<file path="config.mk">
export PLATFORM = sky130hd
export DESIGN_NAME = fu_dispatch
export DESIGN_NICKNAME = d
export VERILOG_FILES = /design/src/rtl/fu_pkg.sv /design/src/rtl/fu_class_decode.sv /design/src/rtl/fu_fn_gate.sv /design/src/rtl/fu_result_sel.sv /design/src/rtl/fu_dispatch.sv
export SDC_FILE = /design/constraint.sdc
export NUM_CORES = 1
export LEC_CHECK = 0
export ABC_AREA = 1
export BUFFER_PORTS_ARGS = -buffer_cell sky130_fd_sc_hd__buf_2
export CAP_MARGIN = 20
export CORE_AREA = 2 2 109 111
export CTS_BUF_LIST = sky130_fd_sc_hd__clkbuf_4
export DETAILED_ROUTE_END_ITERATION = 6
export DIE_AREA = 0 0 111 113
export PLACE_DENSITY_LB_ADDON = 0.2
export SYNTH_ARGS = -nofsm -noshare
export SYNTH_HDL_FRONTEND = slang
export SYNTH_HIERARCHICAL = 1
export SYNTH_SLANG_ARGS = --single-unit
</file>
<file path="constraint.sdc">
create_clock -name clk -period 0.8 [get_ports clk]
set_input_delay 0 -clock clk [delete_from_list [all_inputs] [get_ports clk]]
set_output_delay 0 -clock clk [all_outputs]
set_load 0.05 [all_outputs]
</file>
<file path="src/rtl/fu_pkg.sv">
// Package: shared widths, unit indices and function-code values for the
// execute-stage dispatcher. Assumes a 5-bit function code with 0 as bubble.
package fu_pkg;
    localparam int FN_W      = 5;
    localparam int XLEN      = 32;
    localparam int NUM_UNITS = 3;
    localparam int UID_W     = $clog2(NUM_UNITS + 1);

    // Unit indices into the one-hot select vector.
    localparam int U_ALU = 0;
    localparam int U_MUL = 1;
    localparam int U_DIV = 2;

    localparam logic [FN_W-1:0] FN_BUBBLE = 5'd0;
    localparam logic [FN_W-1:0] FN_MUL    = 5'd16;
    localparam logic [FN_W-1:0] FN_MULH   = 5'd17;
    localparam logic [FN_W-1:0] FN_MULHSU = 5'd18;
    localparam logic [FN_W-1:0] FN_MULHU  = 5'd19;
    localparam logic [FN_W-1:0] FN_DIV    = 5'd20;
    localparam logic [FN_W-1:0] FN_DIVU   = 5'd21;
    localparam logic [FN_W-1:0] FN_REM    = 5'd22;
    localparam logic [FN_W-1:0] FN_REMU   = 5'd23;

    typedef logic [NUM_UNITS-1:0] unit_sel_t;
endpackage

</file>
<file path="src/rtl/fu_class_decode.sv">
// Module: maps a function code to a one-hot unit select.
// Assumes: code 0 is a bubble and selects nothing; the multiply and divide
// families are fixed sets; every other code belongs to the ALU.
module fu_class_decode
    import fu_pkg::*;
(
    input  logic [FN_W-1:0] fn,
    output unit_sel_t       sel
);
    // Purpose: classify the function code into exactly one owning unit.
    always_comb begin
        sel = '0;
        if (fn != FN_BUBBLE) begin
            case (fn)
                FN_MUL, FN_MULH, FN_MULHSU, FN_MULHU: sel[U_MUL] = 1'b1;
                FN_DIV, FN_DIVU, FN_REM, FN_REMU:     sel[U_DIV] = 1'b1;
                default:                              sel[U_ALU] = 1'b1;
            endcase
        end
    end
endmodule

</file>
<file path="src/rtl/fu_fn_gate.sv">
// Module: per-unit function-code gate. The selected unit gets the real code,
// every other unit gets the bubble code. All units idle while in reset.
// Assumes: sel is one-hot or zero.
module fu_fn_gate
    import fu_pkg::*;
#(
    parameter int N   = NUM_UNITS,
    parameter int FNW = FN_W
) (
    input  logic                   rst_n,
    input  logic [FNW-1:0]         fn,
    input  logic [N-1:0]           sel,
    output logic [N-1:0][FNW-1:0]  unit_fn
);
    for (genvar g = 0; g < N; g++) begin : g_gate
        // Purpose: pass the code only to the owning unit outside reset.
        assign unit_fn[g] = (sel[g] && rst_n) ? fn : '0;
    end
endmodule

</file>
<file path="src/rtl/fu_result_sel.sv">
// Module: picks the routed unit's result and registers it for writeback,
// together with a valid flag and the producing unit id (index + 1).
// Assumes: sel is one-hot or zero and is sampled in the same cycle as res.
module fu_result_sel
    import fu_pkg::*;
#(
    parameter int N   = NUM_UNITS,
    parameter int W   = XLEN,
    parameter int IDW = UID_W
) (
    input  logic                 clk,
    input  logic                 rst_n,
    input  logic [N-1:0]         sel,
    input  logic [N-1:0][W-1:0]  res,
    output logic                 wb_valid,
    output logic [W-1:0]         wb_result,
    output logic [IDW-1:0]       wb_unit
);
    logic [W-1:0]   mux_res;
    logic [IDW-1:0] mux_id;

    // Purpose: AND-OR select of the result and the id of the routed unit.
    always_comb begin
        mux_res = '0;
        mux_id  = '0;
        for (int i = 0; i < N; i++) begin
            if (sel[i]) begin
                mux_res = mux_res | res[i];
                mux_id  = mux_id | IDW'(i + 1);
            end
        end
    end

    // Purpose: writeback register with synchronous active-low reset.
    always_ff @(posedge clk) begin
        if (!rst_n) begin
            wb_valid  <= 1'b0;
            wb_result <= '0;
            wb_unit   <= '0;
        end else begin
            wb_valid  <= |sel;
            wb_result <= mux_res;
            wb_unit   <= mux_id;
        end
    end
endmodule

</file>
<file path="src/rtl/fu_dispatch.sv">
// Module: execute-stage dispatcher. Steers one operation per cycle to the
// ALU, multiplier or divider by gating function codes, broadcasts operands,
// and registers the routed unit's result for writeback.
// Assumes: units are combinational and answer in the same cycle.
module fu_dispatch
    import fu_pkg::*;
#(
    parameter int XW  = XLEN,
    parameter int FNW = FN_W
) (
    input  logic             clk,
    input  logic             rst_n,
    input  logic [FNW-1:0]   in_fn,
    input  logic [XW-1:0]    in_op_a,
    input  logic [XW-1:0]    in_op_b,
    output logic [FNW-1:0]   alu_fn,
    output logic [FNW-1:0]   mul_fn,
    output logic [FNW-1:0]   div_fn,
    output logic [XW-1:0]    unit_op_a,
    output logic [XW-1:0]    unit_op_b,
    input  logic [XW-1:0]    alu_res,
    input  logic [XW-1:0]    mul_res,
    input  logic [XW-1:0]    div_res,
    output logic             wb_valid,
    output logic [XW-1:0]    wb_result,
    output logic [UID_W-1:0] wb_unit
);
    unit_sel_t                          sel;
    logic [NUM_UNITS-1:0][FNW-1:0]      unit_fn;
    logic [NUM_UNITS-1:0][XW-1:0]       unit_res;

    fu_class_decode u_decode (
        .fn  (in_fn),
        .sel (sel)
    );

    fu_fn_gate #(.N(NUM_UNITS), .FNW(FNW)) u_gate (
        .rst_n   (rst_n),
        .fn      (in_fn),
        .sel     (sel),
        .unit_fn (unit_fn)
    );

    // Purpose: name the gated codes per unit and gather unit results.
    assign alu_fn   = unit_fn[U_ALU];
    assign mul_fn   = unit_fn[U_MUL];
    assign div_fn   = unit_fn[U_DIV];
    assign unit_res[U_ALU] = alu_res;
    assign unit_res[U_MUL] = mul_res;
    assign unit_res[U_DIV] = div_res;

    // Purpose: operands go to every unit untouched.
    assign unit_op_a = in_op_a;
    assign unit_op_b = in_op_b;

    fu_result_sel #(.N(NUM_UNITS), .W(XW), .IDW(UID_W)) u_rsel (
        .clk       (clk),
        .rst_n     (rst_n),
        .sel       (sel),
        .res       (unit_res),
        .wb_valid  (wb_valid),
        .wb_result (wb_result),
        .wb_unit   (wb_unit)
    );
endmodule

</file>
## Yosys cells after proc, flatten, opt, wreduce, memory -nomap -nowiden

Index checks and enable logic that the tools add are counted.

- Logic and storage cells: 34
- Bits of input ports: 167
- Bits in registers: 35

- Reduce and logical (&&, ||, !) cells: 8
- Multiplexer cells: 13
- Bitwise gates (word level): 2
- Eq/ne operators: 8

Operators with widths:

| operator | number |
|---|---|
| $mux W32 | 3 |
| $or A32 B32 Y32 | 2 |
| $eq A5 B5 Y1 const B | 8 |
| $mux W5 | 3 |
| $reduce_or A4 Y1 | 2 |
| $reduce_or A8 Y1 | 1 |
| $reduce_bool A5 Y1 | 1 |
| $mux W1 | 4 |
| $mux W2 | 2 |
| $logic_and A1 B1 Y1 | 3 |
| $mux W3 | 1 |
| $reduce_or A3 Y1 | 1 |

## Longest topological paths before layout

- Word-level depth: 9
- Depth in mapped cells: 10
- Gate-level depth less buffers: 8

## Cells and area by module

The synthesis kept the hierarchy.

Modules (own cells, without submodules):

| module | cells each | seq. area each (µm²) | times used | area each (µm²) |
|---|---|---|---|---|
| fu_result_sel | 250 | 700.7 | 1 | 1694.1 |
| fu_dispatch | 64 | 0.0 | 1 | 480.5 |
| fu_fn_gate | 23 | 0.0 | 1 | 86.3 |
| fu_class_decode | 9 | 0.0 | 1 | 37.5 |

## Least setup slack after synthesis

No wires, ideal clock.

- Kind: input to output
- From: input port in_fn[4]
- To: output port div_fn[0]
- Stages: 6
- Path buffers: 0
- Path slack: -0.285 ns
- Arrival time: 1.085 ns
- Cells stage by stage: inv_1 -> nor2_2 -> inv_1 -> nor2_1 -> nand2_1 -> nor2_1

- Word-level cells in the longest chain between the ends: 6

RTL lines:

| element | RTL line | RTL |
|---|---|---|
| start, declared | fu_dispatch.sv:13 | `input logic [FNW-1:0] in_fn,` |
| $eq A5 B5 Y1 | fu_class_decode.sv:14 | `case (fn)` |
| $reduce_or A4 Y1 | fu_class_decode.sv:14 |  |
| $mux W1 | fu_class_decode.sv:14 |  |
| $mux W3 (*) | fu_class_decode.sv:13 | `if (fn != FN_BUBBLE) begin` |
| via sel[2] | fu_dispatch.sv:28 | `unit_sel_t sel;` |
| $logic_and A1 B1 Y1 (*) | fu_fn_gate.sv:17 | `assign unit_fn[g] = (sel[g] && rst_n) ? fn : '0;` |
| $mux W5 (*) | fu_fn_gate.sv:17 |  |
| end, declared | fu_dispatch.sv:18 | `output logic [FNW-1:0] div_fn,` |

The timed path passes the listed nets; every way through them passes the cells marked *.

## Worst setup path in the final report

- From: input port in_fn[3]
- To: output port div_fn[4]

Same word-level chain as after synthesis.

==> impl_results.md <==
* Violations in the final reports: setup timing
* Maximum VDD drop at 0.467 mV
* CTS tree: done
* Status: complete, but fails checks
* Maximum root-to-sink buffer count at 2
* Clock buffer count from CTS at 5
* Critical Path End Type: output pin
* Die Height at 113 um
* Number of synthesized register bits at 35
* Post-detailed-route wirelength per cell at 15.4 um
* Area of the multi-input gates at 942 um2
* Die area at 12500 um2
* Simple-Gate Fraction of Synth Area at 0.333
* Data required, critical path at 0.80 ns
* Avg Synthesized Cell Area at 6.64 um2
* Number of distinct library cell variants in the gate-level netlist after synthesis at 13
* Peak Freq at 1190 MHz
* Gp weighted congestion at 0.851
* Detailed-placement wirelength estimate at 7270 um
* Relative max-transition margin at 0.818
* Compound-gate portion of the synthesized area at 0.00435
* Standard-cell row count at 39
* Commonest cells after routing, fill and taps aside: 122 x nand2_1, 99 x buf_2, 96 x dlygate4sd3_1
* # DRC at 0
* Drt first pass iters at 4
* Fraction of synthesized area in multiplexers at 0
* ANT nets after route at 0
* Type of origin of the critical path: primary input
* Area of all sequential standard cells at 744 um2
* Total power consumption of the routed design at 5.12 mW
* Share of the clock period used by the worst path after layout at 1.05
* Via count of the first global-routing pass at 2868
* Starting Density at 0.204
* Post-DR vias/cell at 3.98
* Tightest Hold Check Type: in2out
* Global-route wire length before repair at 15900 um
* Minimum clock period after layout at 0.843 ns
* Sequential fraction of the synthesis area at 0.305
* Power Dens Cells at 1160 nW/um2
* Area growth from synthesis to layout at 92.4%
* Number of antenna cells inserted at 0
* Final hold violation count at 0
* End point of the critical path: div_fn[4]
* Worst Tran Pin Value at 0.273 ns
* Initial antenna violation count at 0
* Die span in x at 111 um
* Post-synthesis cell count at 346
* Worst Path Max Fanout at 5
* Total overflow reported by the global router at 0
* Total of warnings raised by yosys at 6
* Unrepaired setup endpoints after global routing: true
* Count of port buffers added during placement at 152
* Netlist Area Pre-Place at 2300 um2
* Layout cell share with drive strength beyond 1 at 0.454
* Adder and majority cell fraction of the synthesized area at 0
* Via Count at 2709
* Clk root buf: clkbuf_4
* Number of violations of the max-capacitance limit at 0
* TritonCTS Sinks at 35
* Worst Setup SP: in_fn[3]
* Filler Cells Inserted at 1123
* Combined global-route utilization of all metal layers at 0.165
* Fin nets at 704
* Setup TNS at -0.459 ns
* Post-synthesis share of cell area spent on xor and xnor gates at 0
* Max-slew violation count at 0
* Setup-failing EPs final at 32
* Data arrival at the endpoint of the critical path at 0.84 ns
* Core area at 11300 um2
* Level count of the clock H-tree at 2
* Commonest non-fill, non-tap cell in the layout: nand2_1
* Net count after synthesis at 513
* Fin worst setup slack at -0.0427 ns
* Dominant combinational cell family by area after synthesis: buffers and inverters
* Largest net degree at the start of global routing at 35
* Cell leakage power at 2.30 nW
* Top-Level Pins at 281
* Total wire length at 10500 um
* Critical path start-end classification: in2out
* Number of DRC markers after the initial detailed-route iteration at 125
-- final cells by class --
cell class,count,share of cell area
clock inverters,1,0.00113
multi-input cells,190,0.213
repair buffers,264,0.530
inverters,41,0.0348
flip-flops and latches,35,0.168
well taps,143,0.0405
clock buffers,7,0.0119
-- metrics by stage --
| stage | util | instance area, um2 | setup slack, ns | instances | hold WS [ns] |
|---|---|---|---|---|---|
| after floorplan | - | 2340 | -0.126 | 346 | 0.167 |
| after global placement | 0.244 | 2750 | -0.385 | 573 | 0.000341 |
| after detailed placement | 0.244 | 2750 | -0.412 | 573 | 0.000341 |
| after CTS | 0.389 | 4380 | -0.0512 | 682 | 0.000341 |
| after global routing | 0.392 | 4420 | -0.0935 | 681 | 0.0000794 |
| final | 0.392 | 4420 | -0.0427 | 681 | 0.0000220 |
-- registers in the layout, indices dropped and copies added (netlist names) --
signal,cells
u_rsel/wb_result,32
u_rsel/wb_unit,2
u_rsel/wb_valid,1
-- cell families after synthesis --
group                  Yosys count
AND/OR/NAND/NOR                188
buffers and inverters          121
flip-flops                      35
AO/OA/AOI/OAI                    2
-- synthesized netlist by cell type --
cell | number | share of area
buf_6 | 13 | 0.064
a21oi_1 | 1 | 0.0022
nand3_1 | 32 | 0.070
buf_12 | 1 | 0.0087
inv_1 | 41 | 0.067
nand2_1 | 125 | 0.20
nand2_2 | 7 | 0.019
clkbuf_8 | 1 | 0.0060
buf_4 | 65 | 0.21
dfxtp_1 | 35 | 0.30
nor2_2 | 1 | 0.0027
nor2_1 | 23 | 0.038
o21ai_1 | 1 | 0.0022
-- worst max-delay path, cell delays in order --
cell and delay (ns):
buf_8 0.10, nor2_4 0.14, inv_2 0.08, nor2_4 0.11, nand2_4 0.12, nor2_4 0.12, buf_6 0.16
-- routing by layer --
metal,global-route usage,share of wire,vias to the layer above,wire [um]
met2,0.346,0.58,180,6080
met5,0,0,-,0
met3,0.0793,0.12,22,1240
li1,-,-,1338,-
met4,0.0542,0.020,0,212
met1,0.129,0.28,1169,2970
-- how the worst min path moves through the flow --
stage	depth (start not counted)	to	slack, ns	start
3_5_place_dp	0	unit_op_b[13]	0.0003	in_op_b[13]
4_1_cts	0	unit_op_b[13]	0.0003	in_op_b[13]
2_1_floorplan	1	unit_op_a[0]	0.17	in_op_a[0]
5_1_grt	0	unit_op_a[10]	0.00008	in_op_a[10]
6_report	0	unit_op_a[10]	0.00002	in_op_a[10]
3_3_place_gp	0	unit_op_b[13]	0.0003	in_op_b[13]
-- report_power, final --
| group | total, mW | switching [mW] | internal, mW |
|---|---|---|---|
| logic | 2.18 | 1.11 | 1.07 |
| clock network | 0.969 | 0.559 | 0.411 |
| registers | 1.97 | 0.0758 | 1.89 |
| total | 5.12 | 1.75 | 3.37 |
-- repair_timing --
action	4_1_cts	5_1_grt
setup endpoints to repair	50	81
gates resized for setup	193	11
hold buffers	96	0
endpoints found under the hold margin	32	0
pin swaps	7	5
buffers inserted	5	0
No activity file was read; power rests on OpenSTA's default activity.
